**src/rtl/rst_cause_reg.sv**
```systemverilog
module rst_cause_reg (
  input  logic       clk,
  input  logic       rst_n,
  input  logic       por_evt,
  input  logic       ext_evt,
  input  logic       bod_evt,
  input  logic       wdt_evt,
  input  logic       usb_evt,
  input  logic       wr_en,
  input  logic [7:0] wr_data,
  output logic [7:0] rd_data
);
  localparam logic [7:0] LIVE = 8'b0010_1111;

  logic [7:0] flags, evt, kept, nxt;

  assign evt  = {2'b00, usb_evt, 1'b0, wdt_evt, bod_evt, ext_evt, por_evt};
  assign kept = wr_en ? (flags & wr_data) : flags;
  assign nxt  = por_evt ? 8'h01 : ((kept | evt) & LIVE);

  always_ff @(posedge clk or negedge rst_n)
    if (!rst_n) flags <= 8'h00;
    else        flags <= nxt;

  assign rd_data = flags;

  a_r6_reserved_zero: assert property (@(posedge clk) disable iff (!rst_n)
    (rd_data & ~LIVE) == 8'h00);
  a_r3_por_wipes: assert property (@(posedge clk) disable iff (!rst_n)
    por_evt |=> rd_data == 8'h01);
  a_r2_sticky: assert property (@(posedge clk) disable iff (!rst_n)
    (wdt_evt && !por_evt) |=> rd_data[3]);
  a_r7_set_wins: assert property (@(posedge clk) disable iff (!rst_n)
    (ext_evt && wr_en && !wr_data[1] && !por_evt) |=> rd_data[1]);
  a_r5_por_hold: assert property (@(posedge clk) disable iff (!rst_n)
    (!por_evt && !(wr_en && !wr_data[0])) |=> $stable(rd_data[0]));
  a_r4_clear: assert property (@(posedge clk) disable iff (!rst_n)
    (wr_en && !wr_data[5] && !usb_evt && !por_evt) |=> !rd_data[5]);
endmodule

```
**config.mk**
```make
export PLATFORM = sky130hd
export DESIGN_NAME = rst_cause_reg
export DESIGN_NICKNAME = d
export VERILOG_FILES = /design/src/rtl/rst_cause_reg.sv
export SDC_FILE = /design/constraint.sdc
export NUM_CORES = 1
export LEC_CHECK = 0
export ABC_AREA = 1
export BUFFER_PORTS_ARGS = -buffer_cell sky130_fd_sc_hd__buf_4
export CORE_AREA = 2 2 39 41
export CTS_CLUSTER_DIAMETER = 200
export DETAILED_ROUTE_END_ITERATION = 16
export DIE_AREA = 0 0 41 43
export PLACE_DENSITY = 0.57
export SLEW_MARGIN = 20
export SYNTH_ARGS = -nofsm -noshare
export SYNTH_HDL_FRONTEND = slang
export SYNTH_SLANG_ARGS = --single-unit
```
**constraint.sdc**
```tcl
create_clock -name clk -period 0.8 [get_ports clk]
set_input_delay 0.04 -clock clk [delete_from_list [all_inputs] [get_ports clk]]
set_output_delay 0.04 -clock clk [all_outputs]
set_load 0.005 [all_outputs]
```
==> impl_metrics.toml <==
[outcome]
outcome = "finished, final reports clean"

[power]
cellPowerDensity_nw_per_um2 = 1590
ir_drop_mv = 0.630
leakage_nw = 0.265

[synth]
synth_flop_cell = "dfrtp_1"
ys_top_cells_by_count = "inv_1, nand2_1, dfrtp_1"
synth_edf_count = 0
yosysTopAreaCellShare = 0.505
synthArstFlopShare = 1.00
synth_area_um2 = 248
ys_seq_area_frac = 0.505
syn_avg_cell_area_um2 = 7.51
synth_top_area_cell = "dfrtp_1"
syn_inst = 33
yosysWarnings = 0
synth_seq_cells = 5
ys_top_cells_by_area = "dfrtp_1, inv_1, nand2_1"
synth_cell_types = 8

[setup_path]
rr_endpoint = "rd_data[1]"
crit_path_end_kind = "output port"
path_class = "reg2out"
reg2reg_slack_ns = 0.05
start_kind = "flip-flop"
rr_worst_depth = 3
crit_slowest_cell = "dfrtp_1"
path_buf_inv = 1
cp.required_ns = 0.76
arrival_ns = 0.75
crit_path_max_fanout = 2
critPathTopFamily = "flip-flops"
crit_path_max_incr_delay_ns = 0.39
timing.rr.start = "rd_data[1]"
crit_chain = "buf_6"

[timing]
hold_slack_ns = 0.0223
fin_crit_sh = 0.986
finalHoldViolCount = 0
final_max_slew_viol_count = 0
finalSetupViolations = 0
fin_crit_ns = 0.789
setup_slack_ns = 0.0114
fmax_ghz = 1.27
grt_setup_unrepaired = "true"
skew_ns = 0

[layout]
area_growth_pct = 82.8
largest_reg_flops = 5
antenna_cells = 0
num-nets-final = 73
final_cell_area_um2 = 453
layout-drive-gt1-share = 0.393
final_cells = 72

[global_routing]
grt.total_usage = 0.0858
grt_overflow_total = 0
antenna_found_initial = 0
grt_pass1_vias = 240
grt_pass1_wl_um = 917
grt_max_degree = 6

[worst_hold_path]
min_from = "wr_data[0]"
hp-class = "in2reg"
holdPathEnd = "rd_data[0]"
hold_depth = 3

[drt]
firstDrtPassIters = 2
routed_wl_um = 625
drc_errors = 0
via_per_inst = 3.54
num_vias = 255
drt-wirelength-per-cell_um = 8.68
postRouteAntennaNets = 0
drt_iter0_drc = 1

[floorplan]
die_x_um = 41
start_util = 0.179
die_area_um2 = 1760
ios = 24
core_region_area_um2 = 1380
dieHeight_um = 43
num_rows = 14

[cts]
cts_root_buf = "clkbuf_4"
numCtsBuffers = 3
tritoncts = "yes"
cts_htree_levels = 1
clock_sinks = 5
clk_latency_ns = 0.24
clkTransAtPathRegs_ns = 0.05
clk_path_buf_depth = 2

[placement]
portBuffers = 17
globalplace.congestion = 0.639
dp_cells = 65
dp_hpwl_um = 437
pre_cts_ws_ns = 0.199
place_area_um2 = 380

[flow_run]
max_cap_violations = 0
==> per-layer routing <==
layer | GRT usage | vias up | share of wire
met2 | 0.116 | 17 | 0.45
met5 | 0 | - | 0
met1 | 0.0980 | 104 | 0.43
met3 | 0.0471 | 0 | 0.12
li1 | - | 134 | -
met4 | 0.0600 | 0 | 0
==> repair_timing <==
| action | in CTS | in global routing |
|---|---|---|
| endpoints found under the hold margin | 9 | 0 |
| hold buffers | 2 | 0 |
| setup buffers | 0 | 1 |
| gates resized for setup | 3 | 2 |
| setup endpoints to repair | 3 | 4 |
==> report_power, final <==
part           switching, mW  internal [mW]  total [mW]
combinational         0.0503         0.0916       0.142
clock                  0.106          0.189       0.294
sequential            0.0114          0.271       0.282
total                  0.167          0.551       0.718
==> how the worst max path moves through the flow <==
stage                from    endpoint  slack [ns]  cells past startpoint
2_1_floorplan  rd_data[0]  rd_data[0]        0.20                      2
6_report       rd_data[1]  rd_data[1]        0.01                      1
5_1_grt        rd_data[0]  rd_data[0]       -0.03                      1
3_5_place_dp   rd_data[0]  rd_data[0]        0.20                      2
3_3_place_gp   rd_data[0]  rd_data[0]        0.20                      2
4_1_cts        rd_data[1]  rd_data[1]      -0.004                      1
==> per-stage QoR <==
| step | setup TNS, ns | util | total power [mW] |
|---|---|---|---|
| detailed placement | 0 | 0.275 | 0.402 |
| global placement | 0 | 0.275 | 0.400 |
| CTS | -0.00364 | 0.316 | 0.734 |
| finish | 0 | 0.327 | 0.718 |
| floorplan | 0 | - | 0.327 |
| global route | -0.0488 | 0.327 | 0.771 |
==> cell usage in the layout (no fill, tap or decap), drive strengths merged <==
cell	count
conb	3
buf	18
inv	10
clkbuf	4
a21oi	4
o21ai	1
nand2	9
dfrtp	5
dlygate4sd3	2
==> cell type report <==
type / count / area [um2]
clock buffer: 4 / 26.3
fill: 156 / 931
inverter: 10 / 37.5
multi-input combinational: 17 / 70.1
sequential: 5 / 125
tap: 16 / 20.0
timing repair buffer: 20 / 174
==> logic make-up after synthesis <==
| logic type | Yosys count | share of synthesized area |
|---|---|---|
| AOI/OAI and AO/OA | 5 | 0.101 |
| DFF | 5 | 0.505 |
| other | 1 | 0.0151 |
| and+or+nand+nor | 9 | 0.136 |
| buffers and inverters | 13 | 0.242 |
Power figures use the tool's default switching activity.
